File: src/rtl/cop_pkg.sv
`timescale 1ns/1ps
package cop_pkg;

  typedef struct packed {
    logic       use_bus;
    logic [1:0] tsel;
  } cop_cfg_t;

  localparam logic [7:0] KEY_FIRST  = 8'h55;
  localparam logic [7:0] KEY_SECOND = 8'hAA;

  // log2 of the timeout length in ticks of the selected source
  function automatic int unsigned timeout_log(input logic [1:0] tsel,
                                              input logic       use_bus,
                                              input int unsigned l1,
                                              input int unsigned l2,
                                              input int unsigned l3,
                                              input int unsigned bus_shift);
    int unsigned base;
    case (tsel)
      2'b01:   base = l1;
      2'b10:   base = l2;
      default: base = l3;
    endcase
    return use_bus ? base + bus_shift : base;
  endfunction

endpackage

File: src/rtl/cop_cfg_reg.sv
`timescale 1ns/1ps
module cop_cfg_reg
  import cop_pkg::*;
#(
  parameter logic [1:0] RST_TSEL = 2'b11,
  parameter logic       RST_BUS  = 1'b0
) (
  input  logic       clk,
  input  logic       rst_n,
  input  logic       wr_i,
  input  logic [2:0] wdata_i,
  output cop_cfg_t   cfg_o
);

  cop_cfg_t cfg_q;
  logic     locked_q;

  always_ff @(posedge clk or negedge rst_n) begin
    if (!rst_n) begin
      cfg_q    <= '{use_bus: RST_BUS, tsel: RST_TSEL};
      locked_q <= 1'b0;
    end else if (wr_i && !locked_q) begin
      cfg_q    <= '{use_bus: wdata_i[2], tsel: wdata_i[1:0]};
      locked_q <= 1'b1;
    end
  end

  assign cfg_o = cfg_q;

  // once locked, a write leaves the configuration untouched
  a_r3_write_once: assert property (@(posedge clk) disable iff (!rst_n)
    (locked_q && wr_i) |=> $stable(cfg_q));

endmodule

File: src/rtl/cop_key_check.sv
`timescale 1ns/1ps
module cop_key_check
  import cop_pkg::*;
(
  input  logic       clk,
  input  logic       rst_n,
  input  logic       wr_i,
  input  logic [7:0] wdata_i,
  output logic       svc_o
);

  logic armed_q;

  assign svc_o = wr_i && (wdata_i == KEY_SECOND) && armed_q;

  always_ff @(posedge clk or negedge rst_n) begin
    if (!rst_n)    armed_q <= 1'b0;
    else if (wr_i) armed_q <= (wdata_i == KEY_FIRST);
  end

  // a service consumes the first key, so two services never come back to back
  a_r5_no_double_service: assert property (@(posedge clk) disable iff (!rst_n)
    svc_o |=> !svc_o);

endmodule

File: src/rtl/cop_counter.sv
`timescale 1ns/1ps
module cop_counter
  import cop_pkg::*;
#(
  parameter int unsigned L1 = 5,
  parameter int unsigned L2 = 8,
  parameter int unsigned L3 = 10,
  parameter int unsigned BS = 8,
  localparam int unsigned CW = L3 + BS
) (
  input  logic     clk,
  input  logic     rst_n,
  input  cop_cfg_t cfg_i,
  input  logic     slow_tick_i,
  input  logic     bus_tick_i,
  input  logic     stop_i,
  input  logic     debug_i,
  input  logic     svc_i,
  output logic     rst_req_o
);

  logic [CW-1:0] cnt_q;
  logic [CW-1:0] last_cnt;
  logic          en, tick, hold, adv, expire;
  logic          rst_req_q;

  always_comb begin
    last_cnt = CW'((64'd1 << timeout_log(cfg_i.tsel, cfg_i.use_bus, L1, L2, L3, BS)) - 64'd1);
  end

  assign en     = (cfg_i.tsel != 2'b00);
  assign tick   = cfg_i.use_bus ? bus_tick_i : slow_tick_i;
  assign hold   = !cfg_i.use_bus && (stop_i || debug_i);
  assign adv    = en && !hold && tick && !svc_i;
  assign expire = adv && (cnt_q == last_cnt);

  always_ff @(posedge clk or negedge rst_n) begin
    if (!rst_n) begin
      cnt_q     <= '0;
      rst_req_q <= 1'b0;
    end else begin
      rst_req_q <= expire;
      if (!en || hold || svc_i || expire) cnt_q <= '0;
      else if (adv)                       cnt_q <= cnt_q + 1'b1;
    end
  end

  assign rst_req_o = rst_req_q;

  a_r8_single_pulse: assert property (@(posedge clk) disable iff (!rst_n)
    rst_req_q |=> !rst_req_q);
  a_r8_restart: assert property (@(posedge clk) disable iff (!rst_n)
    rst_req_q |-> (cnt_q == '0));
  a_r6_hold_clears: assert property (@(posedge clk) disable iff (!rst_n)
    hold |=> (cnt_q == '0) && !rst_req_q);
  a_r4_service_restarts: assert property (@(posedge clk) disable iff (!rst_n)
    svc_i |=> (cnt_q == '0) && !rst_req_q);
  a_r9_disabled_quiet: assert property (@(posedge clk) disable iff (!rst_n)
    !en |=> (cnt_q == '0) && !rst_req_q);

endmodule

File: src/rtl/cop_watchdog.sv
`timescale 1ns/1ps
module cop_watchdog
  import cop_pkg::*;
#(
  parameter int unsigned LOG_SHORT = 5,
  parameter int unsigned LOG_MID   = 8,
  parameter int unsigned LOG_LONG  = 10,
  parameter int unsigned BUS_SHIFT = 8,
  parameter logic [1:0]  RST_TSEL  = 2'b11,
  parameter logic        RST_BUS   = 1'b0
) (
  input  logic       clk,
  input  logic       rst_n,
  input  logic       cfg_wr,
  input  logic [2:0] cfg_wdata,
  input  logic       svc_wr,
  input  logic [7:0] svc_wdata,
  input  logic       slow_tick,
  input  logic       bus_tick,
  input  logic       stop_mode,
  input  logic       debug_mode,
  output logic       rst_req
);

  cop_cfg_t cfg;
  logic     svc_ok;

  cop_cfg_reg #(.RST_TSEL(RST_TSEL), .RST_BUS(RST_BUS)) u_cfg (
    .clk(clk), .rst_n(rst_n), .wr_i(cfg_wr), .wdata_i(cfg_wdata), .cfg_o(cfg)
  );

  cop_key_check u_key (
    .clk(clk), .rst_n(rst_n), .wr_i(svc_wr), .wdata_i(svc_wdata), .svc_o(svc_ok)
  );

  cop_counter #(.L1(LOG_SHORT), .L2(LOG_MID), .L3(LOG_LONG), .BS(BUS_SHIFT)) u_cnt (
    .clk(clk), .rst_n(rst_n), .cfg_i(cfg), .slow_tick_i(slow_tick),
    .bus_tick_i(bus_tick), .stop_i(stop_mode), .debug_i(debug_mode),
    .svc_i(svc_ok), .rst_req_o(rst_req)
  );

  // output quiet in the first cycle after reset release
  a_r10_quiet_after_reset: assert property (@(posedge clk)
    $rose(rst_n) |-> !rst_req);

endmodule

File: config.mk
export PLATFORM = sky130hd
export DESIGN_NAME = cop_watchdog
export DESIGN_NICKNAME = d
export VERILOG_FILES = /design/src/rtl/cop_pkg.sv /design/src/rtl/cop_cfg_reg.sv /design/src/rtl/cop_key_check.sv /design/src/rtl/cop_counter.sv /design/src/rtl/cop_watchdog.sv
export SDC_FILE = /design/constraint.sdc
export NUM_CORES = 1
export LEC_CHECK = 0
export ABC_CLOCK_PERIOD_IN_PS = 3730
export CORE_ASPECT_RATIO = 0.8
export CORE_MARGIN = 4
export CORE_UTILIZATION = 38
export DETAILED_ROUTE_END_ITERATION = 8
export GPL_TIMING_DRIVEN = 0
export PLACE_DENSITY_LB_ADDON = 0.08
export SYNTH_ARGS = -nofsm -noshare
export SYNTH_HDL_FRONTEND = slang
export SYNTH_SLANG_ARGS = --single-unit
export TNS_END_PERCENT = 1
File: constraint.sdc
create_clock -name clk -period 3.73 [get_ports clk]
set_clock_uncertainty 0.15 [all_clocks]
set_input_delay 0.5595 -clock clk [delete_from_list [all_inputs] [get_ports clk]]
set_output_delay 0.5595 -clock clk [all_outputs]
set_load 0.03 [all_outputs]
Word level (Yosys, flattened, before mapping):

Cells that the tools add are included.

* bits in registers: 24
* bits in latches: 0
* bits in writable memories: 0
* ROM bits: 0
* input bits: 19
* output and inout port bits: 1
* logic and storage cells: 39
* memories kept: 0

* add/subtract/negate cells: 3
* $mul: 0
* divide/modulo/power cells: 0
* order comparisons: 0
* equal/unequal tests: 5
* shift-type cells: 1
* mux-type cells: 5
* bitwise logic cells: 0
* reduce and logical (&&, ||, !) cells: 19

Operators with widths (number)
* $mux 18: 2
* $mux 32: 1
* $shl 1x32->18 const A: 1
* $add 18x1->18 const B: 1
* $eq 18x18->1: 1
* $sub 18x1->18 const B: 1
* $eq 8x7->1 const B: 1
* $eq 8x8->1 const B: 1
* $logic_and 1x1->1: 8
* $pmux 4 s2: 1
* $add 4x4->5 const B: 1
* $logic_not 1->1: 5
* $logic_or 1x1->1: 4
* $reduce_bool 2->1: 2
* $eq 2x1->1 const B: 1
* $eq 2x2->1 const B: 1
* $mux 1: 1

Logic depth before layout (Yosys ltp):

Gate-level depths: netlist of run 1.

* depth in word-level cells: 10
* depth in mapped cells: 13
* depth with buffers taken out: 10

Modules after synthesis:

A second synthesis of run 1 with hierarchy kept.

* cell total of the unflattened synthesis: 224
* area total of the unflattened synthesis: 2030.7 um2

By module, submodules not included
* cop_counter: times used 1, cells an instance 206, area an instance 1757.9 um2, sequential area each 475.5 um2
* cop_cfg_reg: times used 1, cells an instance 9, area an instance 167.7 um2, sequential area each 102.6 um2
* cop_key_check: times used 1, cells an instance 9, area an instance 105.1 um2, sequential area each 25.0 um2

Worst setup path before layout of run 1:

OpenSTA, ideal clock, no wires.

* kind: reg-to-reg
* start: register u_cfg.cfg_q (netlist bit u_cfg.cfg_o[1])
* end: register u_cnt.cnt_q[10]
* library setup time: 0.124 ns
* arrival time: 2.699 ns
* data required time: 3.456 ns
* setup slack: 0.757 ns
* cell stages (with the launch flop): 14
* buffers on the path: 3
* period minus slack after synthesis: 2.973 ns
* cell sequence: dfstp_2 -> inv_1 -> ha_1 -> inv_1 -> ha_1 -> buf_6 -> or2_2 -> o32ai_1 -> xnor2_1 -> nor4_1 -> o211a_1 -> buf_4 -> buf_2 -> a21oi_1

* cells in the longest elaborated chain, start to end: 10
* elaborated cells on any way between the ends: 19
* those cells by class: add/sub: 2; eq/ne: 3; shift: 1; mux: 3; reduce/logical: 10

RTL lines
* from (decl): line cop_cfg_reg.sv:15 `cop_cfg_t cfg_q;`
* from (signal assigned): line cop_cfg_reg.sv:20 `cfg_q <= '{use_bus: RST_BUS, tsel: RST_TSEL};`
* from (signal assigned): line cop_cfg_reg.sv:23 `cfg_q <= '{use_bus: wdata_i[2], tsel: wdata_i[1:0]};`
* $eq 2x2->1 or $eq 2x1->1 (tied branches): line cop_pkg.sv:20 `case (tsel)`
* $pmux 4 s2: line cop_pkg.sv:20
* $add 4x4->5: line cop_pkg.sv:25 `return use_bus ? base + bus_shift : base;`
* $mux 32: line cop_pkg.sv:25
* $shl 1x32->18: line cop_counter.sv:28 `last_cnt = CW'((64'd1 << timeout_log(cfg_i.tsel, cfg_i.use_bus, L1, L2, L3, BS)) - 64'd1);`
* $sub 18x1->18: line cop_counter.sv:28
* $eq 18x18->1: line cop_counter.sv:35 `assign expire = adv && (cnt_q == last_cnt);`
* $logic_and 1x1->1: line cop_counter.sv:35
* $logic_or 1x1->1: line cop_counter.sv:43 `if (!en || hold || svc_i || expire) cnt_q <= '0;`
* $mux 18 or $reduce_bool 2->1 (tied branches)
* to (signal assigned): line cop_counter.sv:44 `else if (adv) cnt_q <= cnt_q + 1'b1;`
* to (decl): line cop_counter.sv:22 `logic [CW-1:0] cnt_q;`

Parallel ways exist; a longest one is shown, timed or not.
A chain may end at the register's enable or synchronous reset.

Worst setup path after layout of run 1:

* start: register u_cfg.cfg_q (netlist bit u_cfg.cfg_o[1])
* end: register u_cnt.cnt_q[3]

The elaborated chain is that of the path after synthesis.

==> results of run 1 <==
==> per-layer routing <==
metal	global-route usage [%]	vias up	wire length, um
met2	22.2	11	1850
met3	2.79	5	77
met4	3.11	0	38
met5	0	-	0
li1	-	825	-
met1	23.5	739	2380
==> per-stage QoR <==
step	hold slack (ns)	std cells	instance area, sq um	power [mW]
final	0.319	303	2200	0.733
after global routing	0.333	303	2200	0.785
after CTS	0.323	303	2200	0.741
after detailed placement	0.301	299	2150	0.552
after global placement	0.304	299	2150	0.554
after floorplan	0.114	220	1880	0.481
==> registers in the layout, summed over array words and instances (netlist names) <==
signal and count:
u_cfg.cfg_o 3, u_cnt.cnt_q 18, u_key.armed_q 1, u_cnt.rst_req_o 1
u_cfg.locked_q 1
==> path summary, 6_finish.rpt <==
kind,from,endpoint,slack [ns],cells after the start
min in group asynchronous,rst_n,u_cnt.rst_req_o,0.74,1
setup / recovery,u_cfg.cfg_o[1],u_cnt.cnt_q[3],0.37,13
hold / removal,u_cfg.locked_q,u_cfg.locked_q,0.32,1
hold reg to reg,u_cfg.locked_q,u_cfg.locked_q,0.32,1
setup reg to reg,u_cfg.cfg_o[1],u_cnt.cnt_q[3],0.37,13
max in group asynchronous,rst_n,u_cnt.cnt_q[15],2.00,1
==> worst reg2reg max path, stage by stage (launching register included) <==
cell and delay, ns:
sky130_fd_sc_hd__dfstp_2 0.54, sky130_fd_sc_hd__inv_1 0.08, sky130_fd_sc_hd__ha_1 0.26, sky130_fd_sc_hd__inv_1 0.13, sky130_fd_sc_hd__ha_1 0.29, sky130_fd_sc_hd__buf_6 0.17, sky130_fd_sc_hd__or2_2 0.27, sky130_fd_sc_hd__o32ai_1 0.28
sky130_fd_sc_hd__xnor2_1 0.10, sky130_fd_sc_hd__nor4_1 0.28, sky130_fd_sc_hd__o211a_1 0.19, sky130_fd_sc_hd__buf_4 0.17, sky130_fd_sc_hd__buf_2 0.24, sky130_fd_sc_hd__a21oi_1 0.11
==> cell families (layout without fill, tap and decap cells) <==
| family | count (synthesis) | in the layout | synth area share, % |
|---|---|---|---|
| fa+ha+maj | 9 | 9 | 5.98 |
| flops | 24 | 24 | 32.0 |
| xor+xnor | 27 | 27 | 12.6 |
| buf+inv | 15 | 38 | 4.12 |
| simple gates | 100 | 100 | 29.6 |
| compound gates | 41 | 41 | 13.4 |
| mux | 4 | 4 | 2.26 |
==> cell usage in the layout (no fill, tap or decap), types with 2 or more instances in the layout <==
| cell | count |
|---|---|
| sky130_fd_sc_hd__ha_1 | 9 |
| sky130_fd_sc_hd__and4_1 | 2 |
| sky130_fd_sc_hd__clkbuf_8 | 4 |
| sky130_fd_sc_hd__clkdlybuf4s50_1 | 19 |
| sky130_fd_sc_hd__mux2i_1 | 2 |
| sky130_fd_sc_hd__dfrtp_1 | 22 |
| sky130_fd_sc_hd__and3_1 | 2 |
| sky130_fd_sc_hd__clkbuf_1 | 2 |
| sky130_fd_sc_hd__nor4bb_1 | 3 |
| sky130_fd_sc_hd__a21oi_1 | 21 |
| sky130_fd_sc_hd__xor2_1 | 16 |
| sky130_fd_sc_hd__mux2_2 | 2 |
| sky130_fd_sc_hd__nand4_1 | 5 |
| sky130_fd_sc_hd__nand2b_1 | 3 |
| sky130_fd_sc_hd__dfstp_2 | 2 |
| sky130_fd_sc_hd__buf_2 | 2 |
| sky130_fd_sc_hd__buf_6 | 2 |
| sky130_fd_sc_hd__o21ai_0 | 5 |
| sky130_fd_sc_hd__nor4b_1 | 2 |
| sky130_fd_sc_hd__a211o_1 | 2 |
| sky130_fd_sc_hd__nand2_1 | 36 |
| sky130_fd_sc_hd__or3_1 | 2 |
| sky130_fd_sc_hd__nand3_1 | 8 |
| sky130_fd_sc_hd__nor2b_1 | 4 |
| sky130_fd_sc_hd__inv_1 | 8 |
| sky130_fd_sc_hd__o21bai_1 | 2 |
| sky130_fd_sc_hd__nor3_1 | 6 |
| sky130_fd_sc_hd__or2_2 | 2 |
| sky130_fd_sc_hd__xnor2_1 | 11 |
| sky130_fd_sc_hd__nor4_1 | 4 |
| sky130_fd_sc_hd__and2_1 | 3 |
| sky130_fd_sc_hd__nor2_1 | 9 |
==> cell type report <==
type | count | area (sq um) | share of cell area (%)
multi-input cells | 181 | 1200 | 54.5
flip-flops and latches | 24 | 603 | 27.4
repair buffers | 19 | 190 | 8.64
well taps | 60 | 75.1 | 3.41
clock buffers | 4 | 55.1 | 2.50
plain buffers | 7 | 47.5 | 2.16
inverters | 8 | 30.0 | 1.36
==> power by group <==
group	switching [mW]	total, mW	internal (mW)
clock network	0.0894	0.184	0.0945
registers	0.0122	0.284	0.271
logic	0.146	0.266	0.120
total	0.248	0.733	0.485
==> reports/summary.log, run 1 <==
qor: status.run_status finished clean
qor: critical_path.critPathRequiredTime 3.74 ns
qor: global_route.antenna_found_initial 0
qor: synthesis.synth_area_leader_cell sky130_fd_sc_hd__dfrtp_1
qor: floorplanning.placement_rows 22
qor: synthesis.avgSynthCellArea 8.55 sq um
qor: floorplanning.die_h 70.9 um
qor: critical_path.path_cells inv_1, ha_1, inv_1, ha_1, buf_6, or2_2, o32ai_1, xnor2_1, nor4_1, o211a_1, buf_4, buf_2, a21oi_1
qor: finish.fillers 483
qor: clocking.clk_pin_slew_worst_paths 0.09 ns
qor: routing.post_drt_via_cell_ratio 5.21
qor: clocking.h-tree-depth 1
qor: floorplanning.core_region_area 4680 sq um
qor: power_and_ir_drop.cellPowerDensity 333 nW/um^2
qor: timing.fmax 297 MHz
qor: timing.slew_headroom 23.3%
qor: power_and_ir_drop.peakVddDrop 0.000153 V
qor: timing.timing.final.max_slew_violations 0
qor: finish.diodes 0
qor: routing.routed-via-count 1580
qor: synthesis.synth_enable_flop_cells 0
qor: finish.area_growth_syn_to_layout 17.0%
qor: synthesis.yosys-top-cells-area sky130_fd_sc_hd__dfrtp_1, sky130_fd_sc_hd__xor2_1, sky130_fd_sc_hd__nand2_1
qor: clocking.cts_resized 0
qor: job.cap_viol_max_count 0
qor: routing.route.final.wire_length 4.34 mm
qor: routing.drt-wirelength-per-cell 14.3 um
qor: timing.final.setup.worst_slack 0.366 ns
qor: finish.drive_above_1_share 7.82%
qor: synthesis.ys_async_sr_fraction 100%
qor: critical_path.cp_max_fo 10
qor: clocking.cts_sinks 24
qor: finish.nets 272
qor: global_route.track_usage 15.3%
qor: critical_path.crit_path_top_delay_cell sky130_fd_sc_hd__dfstp_2
qor: global_route.grt_first_pass_wirelength 7.51 mm
qor: clocking.tritoncts built
qor: placed_design.place_congestion 0.764
qor: placed_design.portBuffers 19
qor: clocking.clock-root-buffer sky130_fd_sc_hd__clkbuf_8
qor: floorplanning.design.portCount 20
qor: finish.utilization 47.1%
qor: synthesis.ys_types 51
qor: floorplanning.floorplan.initialDensity 40.2%
qor: routing.detail-route-antenna-nets 0
qor: clocking.clock_tree_buffer_depth 2
qor: critical_path.arrival 3.37 ns
qor: synthesis.mappedNetlistArea 1880 sq um
qor: routing.drt_iter0_drc 54
qor: placed_design.worst_setup_slack_post_dpl 0.409 ns
qor: routing.detail_route.first_pass.iterations 4
qor: timing.timing.final.setup_violations 0
qor: global_route.grt_pass1_vias 1532
qor: global_route.grt_max_degree 25
qor: synthesis.yosys_most_used_dff sky130_fd_sc_hd__dfrtp_1
qor: synthesis.synth.yosys.seq_area_share 32.0%
qor: clocking.post_cts_buffers 0
qor: timing.layout_min_cycle_time 3.36 ns
qor: critical_path.cp.buffers_inverters 5
qor: synthesis.netlist.area_leader.share 29.3%
qor: synthesis.gate_count_post_synth 220
qor: power_and_ir_drop.cellLeakagePower 0.952 nW
qor: worst_hold_path.min-delay-path-class flop to flop
qor: critical_path.critical_path.startpoint_type flop
qor: routing.remaining_drc_errors 0
qor: timing.rsz0062_at_grt no
qor: critical_path.worstSetupPathType flop to flop
qor: synthesis.synth-seq-cells 24
qor: placed_design.detailed_place_hpwl 3.19 mm
qor: synthesis.ys.warnings.count 0
qor: timing.post-route-period-util 90.2%
qor: clocking.cts_made_buffers 3
qor: clocking.post_cts_hold_buffer_count 0
qor: timing.setup-tns-final 0 ns
qor: global_route.grt-ovfl-total 0
qor: critical_path.cp_top_family buffers and inverters
qor: critical_path.cp_slowest_stage_delay 0.54 ns
qor: floorplanning.die_area 6150 sq um
qor: timing.total_count_of_hold_check_failures_in_the_final_report 0
qor: synthesis.syn_nets 248
qor: critical_path.crit_path_end_kind flop
qor: clocking.worst_skew_pair.late_latency 0.27 ns
qor: synthesis.synth_top_cells_by_count sky130_fd_sc_hd__nand2_1, sky130_fd_sc_hd__dfrtp_1, sky130_fd_sc_hd__a21oi_1
qor: synthesis.synth.most_common_cell sky130_fd_sc_hd__nand2_1
qor: floorplanning.die_w 86.7 um
qor: timing.worst-slew-pin-transition 1.15 ns
No activity file was read; power rests on OpenSTA's default activity.
==> inputs of run 2 (changes only) <==
--- a/config.mk
+++ b/config.mk
@@ -5,7 +5,8 @@
 export SDC_FILE = /design/constraint.sdc
 export NUM_CORES = 1
 export LEC_CHECK = 0
-export ABC_CLOCK_PERIOD_IN_PS = 3730
+export ABC_CLOCK_PERIOD_IN_PS = 4100
+export CAP_MARGIN = 20
 export CORE_ASPECT_RATIO = 0.8
 export CORE_MARGIN = 4
 export CORE_UTILIZATION = 38
==> constraint.sdc (replaced) <==
create_clock -name clk -period 4.1 [get_ports clk]
set_clock_uncertainty 0.15 [all_clocks]
set_input_delay 0.615 -clock clk [delete_from_list [all_inputs] [get_ports clk]]
set_output_delay 0.615 -clock clk [all_outputs]
set_load 0.03 [all_outputs]
==> reports/summary.log, run 2 (synthesized netlist as in run 1, its figures left out) <==
qor: clocking.h-tree-depth 1 [unchanged]
qor: critical_path.path_cells inv_1, ha_1, inv_1, ha_1, buf_6, or2_2, o32ai_1, xnor2_1, nor4_1, o211a_1, buf_4, buf_2, a21oi_1
qor: clocking.cts_resized 0 [unchanged]
qor: finish.registers.top_by_ff_count u_cnt.cnt_q
qor: clocking.worst_skew_pair.late_latency 0.27 ns [about the same]
qor: floorplanning.placement_rows 22 [unchanged]
qor: critical_path.arrival 3.39 ns [+0.02 ns]
qor: floorplanning.die_h 70.9 um [unchanged]
qor: timing.setup-tns-final 0 ns [unchanged]
qor: floorplanning.design.portCount 20 [unchanged]
qor: finish.area_growth_syn_to_layout 18.7%
qor: critical_path.critPathRequiredTime 4.11 ns [+0.37 ns]
qor: finish.post_layout_nonfiller_instances 304 [+0.33%]
qor: status.run_status finished clean
qor: floorplanning.floorplan.initialDensity 40.2% [unchanged]
qor: global_route.track_usage 15.2% [-0.15 points]
qor: clocking.cts_sinks 24 [unchanged]
qor: timing.layout_min_cycle_time 3.38 ns [+0.0147 ns]
qor: worst_hold_path.worst_hold_path.num_cells 1 [unchanged]
qor: finish.fillers 486 [+0.62%]
qor: global_route.antenna_found_initial 0 [unchanged]
qor: routing.route.final.wire_length 4.34 mm [-0.14%]
qor: routing.remaining_drc_errors 0 [unchanged]
qor: power_and_ir_drop.cellPowerDensity 320 nW/um^2 [-3.8%]
qor: critical_path.crit_path_top_delay_cell sky130_fd_sc_hd__dfstp_2
qor: timing.slew_headroom 55.5% [+32 points]
qor: timing.timing.final.setup_violations 0 [unchanged]
qor: routing.detail-route-antenna-nets 0 [unchanged]
qor: routing.met2_length 1.89 mm [+2.2%]
qor: clocking.clk_pin_slew_worst_paths 0.09 ns [about the same]
qor: clocking.clock_tree_buffer_depth 2 [unchanged]
qor: clocking.clock-root-buffer sky130_fd_sc_hd__clkbuf_8
qor: clocking.tritoncts built
qor: global_route.grt_max_degree 15 [-40%]
qor: routing.top_layer met4
qor: critical_path.cp_max_fo 10 [unchanged]
qor: placed_design.portBuffers 19 [unchanged]
qor: routing.routed-via-count 1590 [+0.63%]
qor: timing.timing.final.max_slew_violations 0 [unchanged]
qor: job.cap_viol_max_count 0 [unchanged]
qor: placed_design.post-place-cells 300 [+0.33%]
qor: routing.post_drt_via_cell_ratio 5.23 [+0.30%]
qor: routing.met1_length 2.34 mm [-1.5%]
qor: floorplanning.core_region_area 4680 sq um [unchanged]
qor: timing.fmax 296 MHz [-0.44%]
qor: finish.nets 273 [+0.37%]
qor: placed_design.place_congestion 0.764 [unchanged]
qor: timing.rsz0062_at_grt no
qor: critical_path.rr_worst_depth 13 [unchanged]
qor: critical_path.cp_slowest_stage_delay 0.54 ns [about the same]
qor: timing.total_count_of_hold_check_failures_in_the_final_report 0 [unchanged]
qor: clocking.post_cts_buffers 0 [unchanged]
qor: global_route.grt-ovfl-total 0 [unchanged]
qor: clocking.post_cts_hold_buffer_count 0 [unchanged]
qor: routing.drt-wirelength-per-cell 14.3 um [-0.47%]
qor: floorplanning.die_w 86.7 um [unchanged]
qor: power_and_ir_drop.peakVddDrop 0.000149 V [-2.7%]
qor: routing.drt_iter0_drc 84 [+56%]
qor: finish.drive_above_1_share 8.20% [+0.38 points]
qor: placed_design.detailed_place_hpwl 3.26 mm [+2.5%]
qor: finish.final_common_cell sky130_fd_sc_hd__nand2_1
qor: timing.worst-slew-pin-transition 0.664 ns [-0.482 ns]
qor: worst_hold_path.min-delay-path-class flop to flop
qor: finish.diodes 0 [unchanged]
qor: power_and_ir_drop.cellLeakagePower 0.966 nW [+1.5%]
qor: routing.met3RoutedLength 86 um [+12%]
qor: floorplanning.die_area 6150 sq um [unchanged]
qor: critical_path.crit_path_end_kind flop
qor: global_route.grt_pass1_vias 1501 [-2.0%]
qor: clocking.cts_made_buffers 3 [unchanged]
qor: timing.post-route-period-util 82.4% [-7.8 points]
qor: critical_path.worstSetupPathType flop to flop
qor: finish.number_of_flip_flops_in_the_largest_register 18 [unchanged]
qor: routing.detail_route.first_pass.iterations 4 [unchanged]
qor: critical_path.critical_path.startpoint_type flop
qor: finish.layout.cells.most_common_list sky130_fd_sc_hd__nand2_1, sky130_fd_sc_hd__dfrtp_1, sky130_fd_sc_hd__a21oi_1, sky130_fd_sc_hd__clkdlybuf4s50_1, sky130_fd_sc_hd__xor2_1
qor: global_route.grt_first_pass_wirelength 7.51 mm [about the same]
## run 2: worst paths after layout
path,startpoint,end,slack (ns)
max reg2reg,u_cfg.cfg_o[1],u_cnt.cnt_q[3],0.72
min in group asynchronous,rst_n,u_cnt.rst_req_o,0.56
min reg2reg,u_cfg.locked_q,u_cfg.locked_q,0.32
min,u_cfg.locked_q,u_cfg.locked_q,0.32
max in group asynchronous,rst_n,u_cfg.cfg_o[1],2.65
max,u_cfg.cfg_o[1],u_cnt.cnt_q[3],0.72
## run 2: layout make-up
| class | count | area (sq um) | share of cell area, % |
|---|---|---|---|
| buffer | 7 | 47.5 | 2.13 |
| clock buffer | 3 | 41.3 | 1.85 |
| clock inverter | 1 | 30.0 | 1.34 |
| inverter | 8 | 30.0 | 1.34 |
| multi-input combinational | 181 | 1200 | 53.8 |
| sequential | 24 | 603 | 27.0 |
| tap | 60 | 75.1 | 3.36 |
| timing repair buffer | 20 | 205 | 9.19 |
## run 2: critical path: cells and delay by family (launching register included)
kind / cells / cell delay [ns]
XOR/XNOR: 1 / 0.10
flip-flops: 1 / 0.54
AO/OA/AOI/OAI: 3 / 0.58
adder cells (fa/ha/maj): 2 / 0.56
buffers and inverters: 5 / 0.79
AND/OR/NAND/NOR: 2 / 0.56
## run 2: report_power, final
group / switching, mW / internal, mW
Clock: 0.0828 / 0.131
Sequential: 0.0112 / 0.247
Combinational: 0.134 / 0.110
## run 2: per-layer routing
layer  vias up  GRT usage (%)
li1        823              -
met1       754           22.9
met2        11           22.8
met3         2           3.14
met4         0           2.08
met5         -              0
## run 2: stage by stage
| stage | utilization [%] | area [sq um] | hold WS (ns) | worst slack, ns | power [mW] |
|---|---|---|---|---|---|
| final | 47.7 | 2230 | 0.320 | 0.721 | 0.715 |
| after global routing | 47.7 | 2230 | 0.337 | 0.519 | 0.763 |
| after CTS | 47.7 | 2230 | 0.325 | 0.726 | 0.720 |
| after detailed placement | 46.2 | 2160 | 0.301 | 0.749 | 0.505 |
| after global placement | 45.9 | 2150 | 0.304 | 0.710 | 0.504 |
| after floorplan | - | 1880 | 0.169 | 1.13 | 0.437 |
==> inputs of run 3 (changes only) <==
--- a/config.mk
+++ b/config.mk
@@ -5,7 +5,7 @@
 export SDC_FILE = /design/constraint.sdc
 export NUM_CORES = 1
 export LEC_CHECK = 0
-export ABC_CLOCK_PERIOD_IN_PS = 4100
+export ABC_CLOCK_PERIOD_IN_PS = 3200
 export CAP_MARGIN = 20
 export CORE_ASPECT_RATIO = 0.8
 export CORE_MARGIN = 4
==> constraint.sdc (replaced) <==
create_clock -name clk -period 3.2 [get_ports clk]
set_clock_uncertainty 0.15 [all_clocks]
set_input_delay 0.48 -clock clk [delete_from_list [all_inputs] [get_ports clk]]
set_output_delay 0.48 -clock clk [all_outputs]
set_load 0.03 [all_outputs]
==> reports/summary.log, run 3 (synthesized netlist as in run 1, its figures left out) <==
qor: clocking.clk_pin_slew_worst_paths 0.09 ns [about the same]
qor: routing.detail-route-antenna-nets 0 [unchanged]
qor: routing.route.final.wire_length 4.32 mm [-0.37%]
qor: timing.timing.final.max_slew_violations 0 [unchanged]
qor: worst_hold_path.hold_path.startpoint u_cfg.locked_q
qor: worst_hold_path.min-delay-path-class flop to flop
qor: finish.layout.cells.most_common_list sky130_fd_sc_hd__nand2_1, sky130_fd_sc_hd__dfrtp_1, sky130_fd_sc_hd__a21oi_1, sky130_fd_sc_hd__clkdlybuf4s50_1, sky130_fd_sc_hd__xor2_1
qor: critical_path.cp.buffers_inverters 3 [-2]
qor: power_and_ir_drop.cell_internal_pwr 630 uW [+29%]
qor: critical_path.cp_max_fo 10 [unchanged]
qor: critical_path.critical_path.startpoint_type flop
qor: timing.setup-tns-final 0 ns [unchanged]
qor: placed_design.post-place-cells 300 [unchanged]
qor: status.run_status finished clean
qor: timing.fmax 330 MHz [+12%]
qor: critical_path.r2r_setup_slack 0.17 ns [-0.55 ns]
qor: routing.drt-wirelength-per-cell 14.2 um [-0.37%]
qor: clocking.post_cts_hold_buffer_count 0 [unchanged]
qor: global_route.grt-ovfl-total 0 [unchanged]
qor: global_route.antenna_found_initial 0 [unchanged]
qor: routing.detail_route.first_pass.iterations 4 [unchanged]
qor: routing.drt_iter0_drc 66 [-21%]
qor: job.cap_viol_max_count 0 [unchanged]
qor: timing.slew_headroom 56.6% [+1.1 points]
qor: critical_path.arrival 3.04 ns [-0.35 ns]
qor: timing.rsz0062_at_grt no
qor: clocking.worst_skew_pair.late_latency 0.27 ns [about the same]
qor: timing.total_count_of_hold_check_failures_in_the_final_report 0 [unchanged]
qor: finish.area_growth_syn_to_layout 19.7%
qor: critical_path.r2r_end u_cnt.cnt_q[3]
qor: finish.number_of_flip_flops_in_the_largest_register 18 [unchanged]
qor: placed_design.worst_setup_slack_post_dpl -0.146 ns [-0.895 ns]
qor: floorplanning.floorplan.initialDensity 40.2% [unchanged]
qor: global_route.grt_pass1_vias 1496 [-0.33%]
qor: power_and_ir_drop.sw_frac_of_total 32.0% [+0.15 points]
qor: timing.post-route-period-util 94.6% [+12 points]
qor: power_and_ir_drop.cellLeakagePower 0.973 nW [+0.63%]
qor: critical_path.crit_path_end_kind flop
qor: clocking.h-tree-depth 1 [unchanged]
qor: finish.fillers 489 [+0.62%]
qor: power_and_ir_drop.seq_power_share 35.8% [-0.3 points]
qor: placed_design.postPlaceCellArea 2160 sq um [unchanged]
qor: floorplanning.placement_rows 22 [unchanged]
qor: finish.nets 273 [unchanged]
qor: worst_hold_path.min_delay_worst_endpoint u_cfg.locked_q
qor: finish.registers.top_by_ff_count u_cnt.cnt_q
qor: finish.layout.area.seq 603 sq um [unchanged]
qor: global_route.grt_max_degree 15 [unchanged]
qor: global_route.grt_first_pass_wirelength 7.52 mm [+0.19%]
qor: critical_path.path_depth 10 [-3]
qor: critical_path.cp_top_family simple AND/OR/NAND/NOR gates
qor: timing.layout_min_cycle_time 3.03 ns [-0.353 ns]
qor: clocking.clock_tree_buffer_depth 2 [unchanged]
qor: finish.final_common_cell sky130_fd_sc_hd__nand2_1
qor: routing.routed-via-count 1585 [-0.31%]
qor: timing.worst-slew-pin-transition 0.648 ns [-0.0167 ns]
qor: placed_design.detailed_place_hpwl 3.26 mm [unchanged]
qor: worst_hold_path.worst_hold_path.num_cells 1 [unchanged]
qor: clocking.cts_sinks 24 [unchanged]
qor: global_route.track_usage 15.2% [+0.024 points]
qor: critical_path.critPathRequiredTime 3.21 ns [-0.90 ns]
qor: critical_path.r2r-start u_cfg.cfg_o[0]
qor: power_and_ir_drop.power.clock.fraction 29.5% [-0.3 points]
qor: finish.postLayoutCellArea 2250 sq um [+0.84%]
qor: routing.post_drt_via_cell_ratio 5.21 [-0.31%]
qor: floorplanning.die_area 6150 sq um [unchanged]
qor: finish.multiInputGateArea 1220 sq um [+1.3%]
qor: floorplanning.die_w 86.7 um [unchanged]
qor: placed_design.portBuffers 19 [unchanged]
qor: critical_path.cp_slowest_stage_delay 0.56 ns [+0.02 ns]
qor: finish.diodes 0 [unchanged]
qor: critical_path.rr_worst_depth 10 [-3]
qor: routing.remaining_drc_errors 0 [unchanged]
qor: power_and_ir_drop.p_total 926 uW [+29%]
qor: power_and_ir_drop.cellPowerDensity 411 nW/um^2 [+28%]
qor: floorplanning.design.portCount 20 [unchanged]
qor: power_and_ir_drop.power_switching 296 uW [+30%]
qor: finish.post_layout_nonfiller_instances 304 [unchanged]
qor: timing.smallest_hold_slack 0.320 ns [-0.000228 ns]
qor: finish.drive_above_1_share 9.84% [+1.6 points]
qor: power_and_ir_drop.comb_power_share 34.8% [+0.7 points]
qor: critical_path.crit_path_top_delay_cell sky130_fd_sc_hd__dfstp_2
qor: floorplanning.core_region_area 4680 sq um [unchanged]
qor: timing.final.setup.worst_slack 0.174 ns [-0.547 ns]
qor: clocking.clock-root-buffer sky130_fd_sc_hd__clkbuf_8
qor: finish.utilization 48.1% [+0.40 points]
qor: placed_design.place_congestion 0.764 [unchanged]
qor: critical_path.worstSetupPathType flop to flop
qor: timing.timing.final.setup_violations 0 [unchanged]
qor: power_and_ir_drop.peakVddDrop 0.000192 V [+29%]
qor: floorplanning.die_h 70.9 um [unchanged]
qor: clocking.cts_made_buffers 3 [unchanged]
qor: clocking.tritoncts built
qor: critical_path.path_cells inv_1, ha_1, or3b_1, a211o_1, nor2_1, xnor2_1, nor4_4, buf_4, buf_6, a21oi_1
run 3: cell counts in the layout (fill, tap and decap cells not counted):
Identical to the previous run, type by type.
run 3: timing repair:
| action | CTS | global route |
|---|---|---|
| endpoints found under the setup margin | 10 | 19 |
| pin swaps | 0 | 2 |
| gates resized for setup | 3 | 4 |
| setup buffers | 0 | 1 |
run 3: layout make-up:
cell class                 instances  share of cell area (%)
buffer                             6                    1.94
clock buffer                       3                    1.83
clock inverter                     1                    1.33
inverter                           8                    1.33
multi-input combinational        181                    54.0
sequential                        24                    26.8
tap                               60                    3.33
timing repair buffer              21                    9.44
run 3: worst max-delay path by stage:
stage | end | slack (ns) | from
5_1_grt | u_cnt.cnt_q[0] | 0.004 | u_cfg.cfg_o[1]
3_5_place_dp | u_cnt.cnt_q[3] | -0.15 | u_cfg.cfg_o[1]
6_report | u_cnt.cnt_q[3] | 0.17 | u_cfg.cfg_o[0]
3_3_place_gp | u_cnt.cnt_q[1] | -0.19 | u_cfg.cfg_o[1]
2_1_floorplan | u_cnt.cnt_q[10] | 0.23 | u_cfg.cfg_o[1]
4_1_cts | u_cnt.cnt_q[5] | 0.008 | u_cfg.cfg_o[1]
run 3: worst reg2reg max path: cells and delay by family (launching register included):
kind | cells | cell delay (ns)
flops | 1 | 0.56
simple gates | 3 | 0.80
fa+ha+maj | 1 | 0.42
buf+inv | 3 | 0.45
compound gates | 2 | 0.44
xor+xnor | 1 | 0.11
run 3: metal layers:
layer	up-vias	part of all wire, %	GRT usage [%]
met4	0	0.44	2.08
li1	831	-	-
met5	-	0	0
met3	2	1.6	3.14
met1	746	54	23.0
met2	6	44	22.7
run 3: power by group through the flow:
stage / Combinational, mW / Clock [mW] / Sequential (mW)
2_1_floorplan: 0.227 / 0 / 0.333
3_3_place_gp: 0.309 / 0 / 0.336
3_5_place_dp: 0.311 / 0 / 0.337
4_1_cts: 0.319 / 0.279 / 0.331
5_1_grt: 0.359 / 0.297 / 0.333
6_report: 0.322 / 0.273 / 0.331
